===== config.mk =====
export PLATFORM = sky130hd
export DESIGN_NAME = meas_seq
export DESIGN_NICKNAME = d
export VERILOG_FILES = /design/src/rtl/meas_seq_pkg.sv /design/src/rtl/meas_seq_regs.sv /design/src/rtl/meas_seq_ctrl.sv /design/src/rtl/meas_seq_avg.sv /design/src/rtl/meas_seq.sv
export SDC_FILE = /design/constraint.sdc
export NUM_CORES = 1
export LEC_CHECK = 0
export BUFFER_PORTS_ARGS = -buffer_cell sky130_fd_sc_hd__buf_4
export CELL_PAD_IN_SITES_DETAIL_PLACEMENT = 2
export CELL_PAD_IN_SITES_GLOBAL_PLACEMENT = 2
export CORE_MARGIN = 2
export CORE_UTILIZATION = 41
export DETAILED_ROUTE_END_ITERATION = 7
export PLACE_DENSITY_LB_ADDON = 0.1
export SETUP_SLACK_MARGIN = 0.3
export SLEW_MARGIN = 20
export SYNTH_ARGS = -nofsm -noshare
export SYNTH_HDL_FRONTEND = slang
export SYNTH_SLANG_ARGS = --single-unit

===== constraint.sdc =====
create_clock -name clk_i -period 5.85 [get_ports clk_i]
set_clock_uncertainty 0.2 [all_clocks]
set_input_delay 0.2925 -clock clk_i [delete_from_list [all_inputs] [get_ports clk_i]]
set_output_delay 0.2925 -clock clk_i [all_outputs]
set_load 0.01 [all_outputs]

===== src/rtl/meas_seq_pkg.sv =====
package meas_seq_pkg;
  localparam logic [7:0] A_STAT1  = 8'h08;
  localparam logic [7:0] A_STAT2  = 8'h09;
  localparam logic [7:0] A_PARAM  = 8'h42;
  localparam logic [7:0] A_AVG    = 8'h43;
  localparam logic [7:0] A_CHAN   = 8'h44;
  localparam logic [7:0] A_SETTLE = 8'h45;
  localparam logic [7:0] A_EN     = 8'h46;
  localparam logic [7:0] A_REQ    = 8'h47;
  localparam logic [7:0] A_RES_LO = 8'h50;
  localparam logic [7:0] A_RES_HI = 8'h51;

  typedef enum logic [2:0] {
    ST_IDLE   = 3'd0,
    ST_SETTLE = 3'd1,
    ST_START  = 3'd2,
    ST_WAIT   = 3'd3,
    ST_DONE   = 3'd4
  } step_e;
endpackage


===== src/rtl/meas_seq_regs.sv =====
module meas_seq_regs
  import meas_seq_pkg::*;
(
  input  logic        clk_i,
  input  logic        rst_ni,
  input  logic        bus_we_i,
  input  logic        bus_re_i,
  input  logic [7:0]  bus_addr_i,
  input  logic [7:0]  bus_wdata_i,
  output logic [7:0]  bus_rdata_o,
  input  logic        fin_i,
  input  step_e       step_i,
  input  logic [15:0] result_i,
  output logic        go_o,
  output logic [7:0]  param_o,
  output logic [7:0]  avg_o,
  output logic [7:0]  chan_o,
  output logic [7:0]  settle_o
);
  logic [7:0] param_q, avg_q, chan_q, settle_q, en_q, snap_q;
  logic       req_q, eoc_q, fault_q;
  logic       req_wr;

  assign req_wr = bus_we_i && (bus_addr_i == A_REQ) && bus_wdata_i[7];
  assign go_o   = req_wr && en_q[7] && !req_q;

  always_ff @(posedge clk_i or negedge rst_ni) begin
    if (!rst_ni) begin
      param_q  <= '0;
      avg_q    <= '0;
      chan_q   <= '0;
      settle_q <= '0;
      en_q     <= '0;
      snap_q   <= '0;
      req_q    <= 1'b0;
      eoc_q    <= 1'b0;
      fault_q  <= 1'b0;
    end else begin
      if (bus_we_i) begin
        case (bus_addr_i)
          A_PARAM:  param_q  <= bus_wdata_i;
          A_AVG:    avg_q    <= bus_wdata_i;
          A_CHAN:   chan_q   <= bus_wdata_i;
          A_SETTLE: settle_q <= bus_wdata_i;
          A_EN:     en_q     <= bus_wdata_i;
          default: ;
        endcase
      end
      if (req_wr && !en_q[7]) fault_q <= 1'b1;
      if (go_o) begin
        req_q   <= 1'b1;
        eoc_q   <= 1'b0;
        fault_q <= 1'b0;
      end else if (fin_i) begin
        req_q <= 1'b0;
        eoc_q <= 1'b1;
      end
      if (bus_re_i && (bus_addr_i == A_RES_LO)) snap_q <= result_i[15:8];
    end
  end

  always_comb begin
    case (bus_addr_i)
      A_STAT1:  bus_rdata_o = {fault_q, 5'b0, req_q, eoc_q};
      A_STAT2:  bus_rdata_o = {1'b0, step_i, 4'b0};
      A_PARAM:  bus_rdata_o = param_q;
      A_AVG:    bus_rdata_o = avg_q;
      A_CHAN:   bus_rdata_o = chan_q;
      A_SETTLE: bus_rdata_o = settle_q;
      A_EN:     bus_rdata_o = en_q;
      A_REQ:    bus_rdata_o = {req_q, 7'b0};
      A_RES_LO: bus_rdata_o = result_i[7:0];
      A_RES_HI: bus_rdata_o = snap_q;
      default:  bus_rdata_o = 8'h00;
    endcase
  end

  assign param_o  = param_q;
  assign avg_o    = avg_q;
  assign chan_o   = chan_q;
  assign settle_o = settle_q;

  a_r3_accept_sets_pending: assert property (@(posedge clk_i) disable iff (!rst_ni)
    go_o |=> (req_q && !eoc_q));
  a_r6_finish_sets_eoc: assert property (@(posedge clk_i) disable iff (!rst_ni)
    fin_i |=> (eoc_q && !req_q));
  a_r8_fault_on_disabled: assert property (@(posedge clk_i) disable iff (!rst_ni)
    (req_wr && !en_q[7]) |=> (fault_q && !req_q));
  a_r10_idle_without_request: assert property (@(posedge clk_i) disable iff (!rst_ni)
    !req_q |-> (step_i == ST_IDLE));
endmodule


===== src/rtl/meas_seq_ctrl.sv =====
module meas_seq_ctrl
  import meas_seq_pkg::*;
#(
  parameter int AVG_W       = 3,
  parameter int SETTLE_UNIT = 4,
  localparam int LEFT_W     = (1 << AVG_W) - 1,
  localparam int SET_W      = $clog2(15 * SETTLE_UNIT + 1)
) (
  input  logic             clk_i,
  input  logic             rst_ni,
  input  logic             go_i,
  input  logic             avg_en_i,
  input  logic [AVG_W-1:0] avg_code_i,
  input  logic [3:0]       settle_i,
  output logic             cnv_start_o,
  input  logic             cnv_done_i,
  output step_e            step_o,
  output logic             acc_clr_o,
  output logic             acc_add_o,
  output logic             fin_o,
  output logic [AVG_W-1:0] shift_o
);
  step_e             state_q;
  logic [SET_W-1:0]  settle_q;
  logic [LEFT_W-1:0] left_q;
  logic [AVG_W-1:0]  shift_q;
  logic [AVG_W-1:0]  shift_n;

  assign shift_n = avg_en_i ? avg_code_i : '0;

  always_ff @(posedge clk_i or negedge rst_ni) begin
    if (!rst_ni) begin
      state_q  <= ST_IDLE;
      settle_q <= '0;
      left_q   <= '0;
      shift_q  <= '0;
    end else begin
      case (state_q)
        ST_IDLE: if (go_i) begin
          settle_q <= SET_W'(int'(settle_i) * SETTLE_UNIT);
          left_q   <= LEFT_W'((32'd1 << shift_n) - 32'd1);
          shift_q  <= shift_n;
          state_q  <= ST_SETTLE;
        end
        ST_SETTLE: begin
          if (settle_q == '0) state_q <= ST_START;
          else settle_q <= settle_q - 1'b1;
        end
        ST_START: state_q <= ST_WAIT;
        ST_WAIT: if (cnv_done_i) begin
          if (left_q == '0) state_q <= ST_DONE;
          else begin
            left_q  <= left_q - 1'b1;
            state_q <= ST_START;
          end
        end
        ST_DONE: state_q <= ST_IDLE;
        default: state_q <= ST_IDLE;
      endcase
    end
  end

  assign cnv_start_o = (state_q == ST_START);
  assign acc_clr_o   = go_i && (state_q == ST_IDLE);
  assign acc_add_o   = cnv_done_i && (state_q == ST_WAIT);
  assign fin_o       = (state_q == ST_DONE);
  assign step_o      = state_q;
  assign shift_o     = shift_q;

  a_r9_accept_only_idle: assert property (@(posedge clk_i) disable iff (!rst_ni)
    go_i |-> (state_q == ST_IDLE));
  a_r4_start_single_cycle: assert property (@(posedge clk_i) disable iff (!rst_ni)
    cnv_start_o |=> !cnv_start_o);
endmodule


===== src/rtl/meas_seq_avg.sv =====
module meas_seq_avg #(
  parameter int DATA_W  = 16,
  parameter int AVG_W   = 3,
  localparam int LEFT_W = (1 << AVG_W) - 1,
  localparam int SUM_W  = DATA_W + LEFT_W
) (
  input  logic              clk_i,
  input  logic              rst_ni,
  input  logic              clr_i,
  input  logic              add_i,
  input  logic [DATA_W-1:0] code_i,
  input  logic              fin_i,
  input  logic [AVG_W-1:0]  shift_i,
  output logic [DATA_W-1:0] result_o
);
  logic [SUM_W-1:0]  sum_q;
  logic [DATA_W-1:0] result_q;

  always_ff @(posedge clk_i or negedge rst_ni) begin
    if (!rst_ni) begin
      sum_q    <= '0;
      result_q <= '0;
    end else begin
      if (clr_i)      sum_q <= '0;
      else if (add_i) sum_q <= sum_q + SUM_W'(code_i);
      if (fin_i)      result_q <= DATA_W'(sum_q >> shift_i);
    end
  end

  assign result_o = result_q;

  a_r7_result_holds: assert property (@(posedge clk_i) disable iff (!rst_ni)
    (!fin_i && !$past(fin_i)) |=> $stable(result_q));
endmodule


===== src/rtl/meas_seq.sv =====
module meas_seq
  import meas_seq_pkg::*;
#(
  parameter int DATA_W      = 16,
  parameter int AVG_W       = 3,
  parameter int SETTLE_UNIT = 4
) (
  input  logic              clk_i,
  input  logic              rst_ni,
  input  logic              bus_we_i,
  input  logic              bus_re_i,
  input  logic [7:0]        bus_addr_i,
  input  logic [7:0]        bus_wdata_i,
  output logic [7:0]        bus_rdata_o,
  output logic              cnv_start_o,
  input  logic              cnv_done_i,
  input  logic [DATA_W-1:0] cnv_code_i,
  output logic [7:0]        cnv_chan_o,
  output logic [10:0]       cnv_ratio_o,
  output logic [1:0]        cnv_cal_mode_o,
  output logic              cnv_cal_fresh_o,
  output logic              irq_o
);
  logic [7:0]        param, avg, chan, settle;
  logic              go, fin, acc_clr, acc_add;
  logic [AVG_W-1:0]  shift;
  logic [DATA_W-1:0] result;
  step_e             step;

  meas_seq_regs u_regs (
    .clk_i, .rst_ni, .bus_we_i, .bus_re_i, .bus_addr_i, .bus_wdata_i, .bus_rdata_o,
    .fin_i(fin), .step_i(step), .result_i(result[15:0]), .go_o(go),
    .param_o(param), .avg_o(avg), .chan_o(chan), .settle_o(settle)
  );

  meas_seq_ctrl #(.AVG_W(AVG_W), .SETTLE_UNIT(SETTLE_UNIT)) u_ctrl (
    .clk_i, .rst_ni, .go_i(go), .avg_en_i(avg[7]), .avg_code_i(avg[AVG_W-1:0]),
    .settle_i(settle[3:0]), .cnv_start_o, .cnv_done_i, .step_o(step),
    .acc_clr_o(acc_clr), .acc_add_o(acc_add), .fin_o(fin), .shift_o(shift)
  );

  meas_seq_avg #(.DATA_W(DATA_W), .AVG_W(AVG_W)) u_avg (
    .clk_i, .rst_ni, .clr_i(acc_clr), .add_i(acc_add), .code_i(cnv_code_i),
    .fin_i(fin), .shift_i(shift), .result_o(result)
  );

  always_comb begin
    case (param[3:2])
      2'd0:    cnv_ratio_o = 11'd256;
      2'd1:    cnv_ratio_o = 11'd512;
      default: cnv_ratio_o = 11'd1024;
    endcase
  end

  assign cnv_chan_o      = chan;
  assign cnv_cal_mode_o  = param[5:4];
  assign cnv_cal_fresh_o = param[6];
  assign irq_o           = fin;

  a_r6_irq_single_cycle: assert property (@(posedge clk_i) disable iff (!rst_ni)
    irq_o |=> !irq_o);
endmodule


== Word-level counts from Yosys, hierarchy flattened ==
Index checks and enable logic that the tools add are counted.
W data, S select, Z words.

* Bits in latches: 0
* Input port bits: 37
* Memories kept: 0
* Register bits after elaboration: 109
* RAM bits: 0
* Output and inout port bits: 32
* ROM bits: 0
* Word-level logic and storage cells: 92

* Eq/ne operators: 20
* Muxes and demuxes: 23
* Bitwise gates (word level): 0
* Add/subtract/negate cells: 4
* Divide/modulo/power cells: 0
* Magnitude comparators: 0
* Shift-type cells: 2
* $mul: 0
* Reduce and logical (&&, ||, !) cells: 28

{| class="wikitable"
|+ Operators by type and width
! cell !! number
|-
| $pmux W8 S10 || 1
|-
| $eq A8 B7 Y1 const B || 8
|-
| $mux W23 || 2
|-
| $add A23 B16 Y23 || 1
|-
| $shr A23 B3 Y16 || 1
|-
| $pmux W11 S2 || 1
|-
| $mux W7 || 3
|-
| $eq A8 B4 Y1 const B || 2
|-
| $mux W3 || 5
|-
| $pmux W7 S2 || 1
|-
| $sub A7 B1 Y7 const B || 2
|-
| $mux W6 || 2
|-
| $pmux W3 S4 || 1
|-
| $pmux W6 S2 || 1
|-
| $reduce_and A2 Y1 || 6
|-
| $reduce_bool A2 Y1 || 5
|-
| $logic_and A1 B1 Y1 || 8
|-
| $logic_not A7 Y1 || 1
|-
| $shl A1 B3 Y7 const A || 1
|-
| $eq A3 B2 Y1 const B || 2
|-
| $logic_not A6 Y1 || 1
|-
| $mux W1 || 6
|-
| $ne A2 B2 Y1 const B || 3
|-
| $reduce_and A3 Y1 || 2
|-
| other kinds (9) || 11
|}

== Logic depth before layout (Yosys ltp) ==
* Depth in word-level cells: 7
* Depth in mapped cells: 9
* Gate-level depth less buffers: 9

== Modules after synthesis ==
A second synthesis with hierarchy kept.

* Cells, all modules: 701
* Area total of the unflattened synthesis: 7074.3 um^2

{| class="wikitable"
|+ By module, submodules not included
! module !! times used !! area an instance (um^2) !! cells each !! seq. area each (um^2)
|-
| meas_seq_avg || 1 || 3002.9 || 317 || 975.9
|-
| meas_seq_regs || 1 || 2686.3 || 216 || 1276.2
|-
| meas_seq_ctrl || 1 || 1307.5 || 156 || 475.5
|-
| meas_seq || 1 || 77.6 || 12 || 0.0
|}

== Worst setup path before layout ==
No wires, ideal clock.

* Kind: register to register
* From: reg u_avg.sum_q[0]
* To: reg u_avg.sum_q[20]
* Data required time: 5.516 ns
* Path slack: 3.424 ns
* Arrival: 2.092 ns
* Buffers on the path: 0
* Library setup time: 0.134 ns
* Cell stages (with the launch flop): 10
* Period minus slack after synthesis: 2.426 ns
* Path through: dfrtp_1 -> ha_1 -> inv_1 -> fa_1 -> nor2b_1 -> o31a_1 -> o21ai_0 -> nor4b_1 -> nor4_1 -> mux2i_1

* Longest elaborated chain between the ends: 3

{| class="wikitable"
|+ Ends and longest elaborated chain
! what !! line !! text
|-
| start: declaration || meas_seq_avg.sv:16 || <nowiki>logic [SUM_W-1:0] sum_q;</nowiki>
|-
| start signal: assignment || meas_seq_avg.sv:25 || <nowiki>else if (add_i) sum_q <= sum_q + SUM_W'(code_i);</nowiki>
|-
| $add A23 B16 Y23 || meas_seq_avg.sv:25 ||
|-
| $mux W23 || meas_seq_avg.sv:25 ||
|-
| $mux W23 || meas_seq_avg.sv:24 || <nowiki>if (clr_i) sum_q <= '0;</nowiki>
|}

No other way between the ends. The select of a mux whose other input is x is not followed.
A chain may end at the register's enable or synchronous reset.

== Final worst setup path ==
* From: reg u_ctrl.state_q[1], in the netlist u_ctrl.step_o[1]
* To: reg u_ctrl.settle_q[3]

* Longest elaborated chain between the ends: 3
* Elaborated cells on any way between the ends: 7
* Those cells by class: eq/ne: 3; mux: 1; reduce/logical: 3

{| class="wikitable"
|+ Ends and longest elaborated chain
! what !! line !! text
|-
| start: declaration || meas_seq_ctrl.sv:23 || <nowiki>step_e state_q;</nowiki>
|-
| start signal: assignment || meas_seq_ctrl.sv:33 || <nowiki>state_q <= ST_IDLE;</nowiki>
|-
| start signal: assignment || meas_seq_ctrl.sv:43 || <nowiki>state_q <= ST_SETTLE;</nowiki>
|-
| start signal: assignment || meas_seq_ctrl.sv:46 || <nowiki>if (settle_q == '0) state_q <= ST_START;</nowiki>
|-
| $eq A3 B1 Y1 or $logic_not A3 Y1 (tied branches) || meas_seq_ctrl.sv:38 || <nowiki>case (state_q)</nowiki>
|-
| $ne A2 B2 Y1 (no source line), or another cell as far along || -- ||
|-
| $reduce_and A3 Y1 (no source line) || -- ||
|-
| end signal: assignment || meas_seq_ctrl.sv:40 || <nowiki>settle_q <= SET_W'(int'(settle_i) * SETTLE_UNIT);</nowiki>
|-
| end signal: assignment || meas_seq_ctrl.sv:47 || <nowiki>else settle_q <= settle_q - 1'b1;</nowiki>
|-
| end: declaration || meas_seq_ctrl.sv:24 || <nowiki>logic [SET_W-1:0] settle_q;</nowiki>
|}

Parallel ways exist; a longest one is shown, timed or not.

==> results.md <==
- Status: finished, violations left
- Failing checks: design-rule violations
- # H-tree levels: 3
- Antenna Cells: 0
- GR Overflow Total: 0
- Nets@finish: 786
- Mapped cell area: between 0.006 and 0.007 mm^2
- Post-synthesis cell type count: 67
- Max-Cap Viols: 0
- Multi-input gate area: ~0.0038 mm^2
- Syn Area/Cell: 9.767 um^2
- Ports: ~70
- Largest cells by area after synthesis: dfrtp_1 40%, mux2_2 8.0%, mux2i_1 7.3%, nand2_1 3.8%, ha_1 3.5%
- Final min period: 3.179 ns
- Cells after Synth: 690
- Rel. slew slack: 0.2558
- HP Class: in -> reg
- Yosys top cell area share: 0.4048
- Antenna-violating nets left: 0
- Post-CTS setup buffers: 0
- Post-synth EDFFs: 0
- Share of cells above drive strength 1: 0.1962
- DR vias: around 5,800
- DP HPWL: 16,510 um
- Pin count of the biggest net entering global routing: 68
- Drt wl/cell: about 23 um
- Overall routed net length: about 22,000 um
- Initial DRC count: approximately 400
- TritonCTS clock tree: done
- Worst path max stage delay: just over 0.9 ns
- Die X-Extent: ~130 um
- Cell family with most CP delay: simple AND/OR/NAND/NOR gates
- CP Launch Type: register
- GRT Total Usage: 0.2640
- Post-CTS Hold Fix Bufs: 1
- Die area: between 0.015 and 0.02 mm^2
- Async SR Flop Fraction: 1.000
- Sequential-to-total area share from yosys stat: 0.4048
- WS Path Type: reg -> reg
- Yosys reg bits: 109
- Crit Path Max Fanout: 27
- Pwr Density: ~200 mW/mm^2
- Dominant synthesized flop cell: dfrtp_1
- Layout Area Growth over Synthesis: 13.02%
- Worst EP required: just under 6 ns
- Post-place setup slack: 2.684 ns
- Worst-Margin Slew: ~1.1 ns
- FMAX: ~310 MHz
- # fillers: 1,720
- Root Driver: clkbuf_16
- Tcrit/Tclk final: 0.5435
- Yosys top cell by area: dfrtp_1
- Maximum vdd drop: around 0.14 mV
- Crit-path cells: or4b_4 -> or4_1 -> nand2_1 -> o21ai_0 -> a22o_1
- Area of the core: ~0.016 mm^2
- Clock slew at reported path FFs: approximately 0.08 ns
- Hold WS: ~0.008 ns
- First-pass GRT wire length: roughly 36,000 um
- Slowest-stage cell, CP: or4_1
- Fin Setup TNS: 0 ns
- Critical Path End Type: register
- Sequential Area: 0.002728 mm^2
- Post-cts resize count: 0
- Initial core utilization: 0.4212
- Initial antenna violation count: 0
- Die H: between 100 and 150 um
- Pins Over Slew Limit: 0
- Final setup vio count: 0
- WP buf/inv: 0
- Gpl congestion: around 0.86
- Worst skew pair latency: 0.36 ns
- Yosys warns: 0
- Row cnt: 46
- Worst EP arrival: 3.23 ns
- Lkg Pwr: between 3 and 4 nW
- Number of detailed-route iterations in the first pass: 8
- Worst setup margin: about 2.7 ns
- Number of CTS-inserted buffers: 9
- Clk sinks: roughly 110
- Post-route DRC: 3
- Post-DR vias/cell: about 6.1
- Fin. Hold Viols: 0
- Port Buffers: 60
- Clock tree buffer depth: 2
- Vias in the first global route: approximately 6,500
- RSZ-0062 raised after global routing: no
==> power breakdown <==
| part | total, mW | internal (mW) | switching [mW] |
|---|---|---|---|
| combinational | 0.137 | 0.0587 | 0.0780 |
| clock | 0.607 | 0.305 | 0.302 |
| sequential | 0.786 | 0.768 | 0.0180 |
| total | 1.53 | 1.13 | 0.398 |
==> through the flow <==
stage / total power, mW / util / area (um^2) / std cells
global route: 1.582 / 0.4760 / 7616 / 950
CTS: 1.540 / 0.4751 / 7601 / 949
finish: 1.529 / 0.4760 / 7616 / 950
global placement: 0.9287 / 0.4570 / 7312 / 932
detailed placement: 0.9365 / 0.4570 / 7312 / 932
floorplan: 0.8664 / - / 6765 / 697
==> final cells by class <==
cell class / count / area share
tap: 216 / 0.03549
multi-input combinational: 531 / 0.4975
clock inverter: 4 / 0.004271
clock buffer: 12 / 0.03236
timing repair buffer: 66 / 0.06637
sequential: 109 / 0.3581
inverter: 12 / 0.005914
==> flip-flops by register name (all words and copies together), names as in the netlist, 3 cells and up <==
| name | flops |
|---|---|
| u_avg.result_o | 16 |
| u_avg.sum_q | 23 |
| u_ctrl.left_q | 7 |
| u_ctrl.settle_q | 6 |
| u_ctrl.shift_o | 3 |
| u_ctrl.step_o | 3 |
| u_regs.avg_o | 8 |
| u_regs.chan_o | 8 |
| u_regs.en_q | 8 |
| u_regs.param_o | 8 |
| u_regs.settle_o | 8 |
| u_regs.snap_q | 8 |
==> final timing paths <==
| path | startpoint | to | slack, ns | depth (start not counted) |
|---|---|---|---|---|
| worst max-delay path | u_ctrl.step_o[1]$_DFFE_PN0P_ | u_ctrl.settle_q[3]$_DFFE_PN0P_ | 2.67 | 5 |
| max in group asynchronous | rst_ni | u_avg.result_o[0]$_DFFE_PN0P_ | 3.83 | 3 |
| worst max register to register | u_ctrl.step_o[1]$_DFFE_PN0P_ | u_ctrl.settle_q[3]$_DFFE_PN0P_ | 2.67 | 5 |
| min in group asynchronous | rst_ni | u_ctrl.left_q[0]$_DFFE_PN0P_ | 0.28 | 2 |
| worst min register to register | u_regs.snap_q[5]$_DFFE_PN0P_ | u_regs.snap_q[5]$_DFFE_PN0P_ | 0.32 | 1 |
| worst min-delay path | bus_wdata_i[5] | u_regs.settle_o[5]$_DFFE_PN0P_ | 0.008 | 2 |
==> layout by cell type, fill, tap and decap left out, types with 8 or more instances in the layout <==
master     synthesis  layout
dfrtp_1          109     109
nand2_1           68      68
buf_4             10      64
nor2_1            54      54
mux2i_1           49      49
mux2_2            48      48
o21ai_0           40      40
a21oi_1           39      39
ha_1              19      19
nand3_1           18      18
nor3_1            12      12
inv_1             11      11
nand2b_1           9       9
a222oi_1           9       9
and3_1             9       9
xor2_1             9       9
clkbuf_16          0       9
nor2b_1            8       8
o21a_1             8       8
a21o_1             8       8
conb_1             1       8
==> cells by family (layout without fill, tap and decap cells) <==
family	after synthesis	count (layout)	share of synthesized area
AO/OA/AOI/OAI	164	164	0.1623
buffers and inverters	57	94	0.03769
adder cells (fa/ha/maj)	20	20	0.03825
flip-flops	109	109	0.4048
other	1	8	0.0005565
AND/OR/NAND/NOR	223	223	0.1665
multiplexers	103	103	0.1730
XOR/XNOR	13	13	0.01690
==> worst reg2reg max path, delay by kind of cell, from the launching register on <==
family	cells	cell delay (ns)
AO/OA/AOI/OAI	2	0.41
flip-flops	1	0.52
AND/OR/NAND/NOR	3	1.94
==> per-layer routing <==
metal | global-route usage | wire length [um] | vias up
li1 | - | - | 2624
met1 | 0.3180 | 9277 | 2972
met2 | 0.4850 | 11790 | 146
met3 | 0.04268 | 821 | 35
met4 | 0.07646 | 431 | 0
met5 | 0 | 0 | -
==> synth_stat cells, drive strengths merged (5+ instances only) <==
cell	number
dfrtp	109
nand4	6
a22oi	6
ha	19
o2111ai	5
mux4	6
inv	12
nor3	13
xor2	9
and3	9
o21ai	40
nor2b	8
a21oi	39
nand2	69
buf	17
or3	5
nand3	18
o21a	8
mux2	48
nor4	6
nand2b	9
a222oi	9
a21o	8
a211oi	6
nor2	54
a22o	5
mux2i	49
clkbuf	28
(Power assumes the default switching activity.)
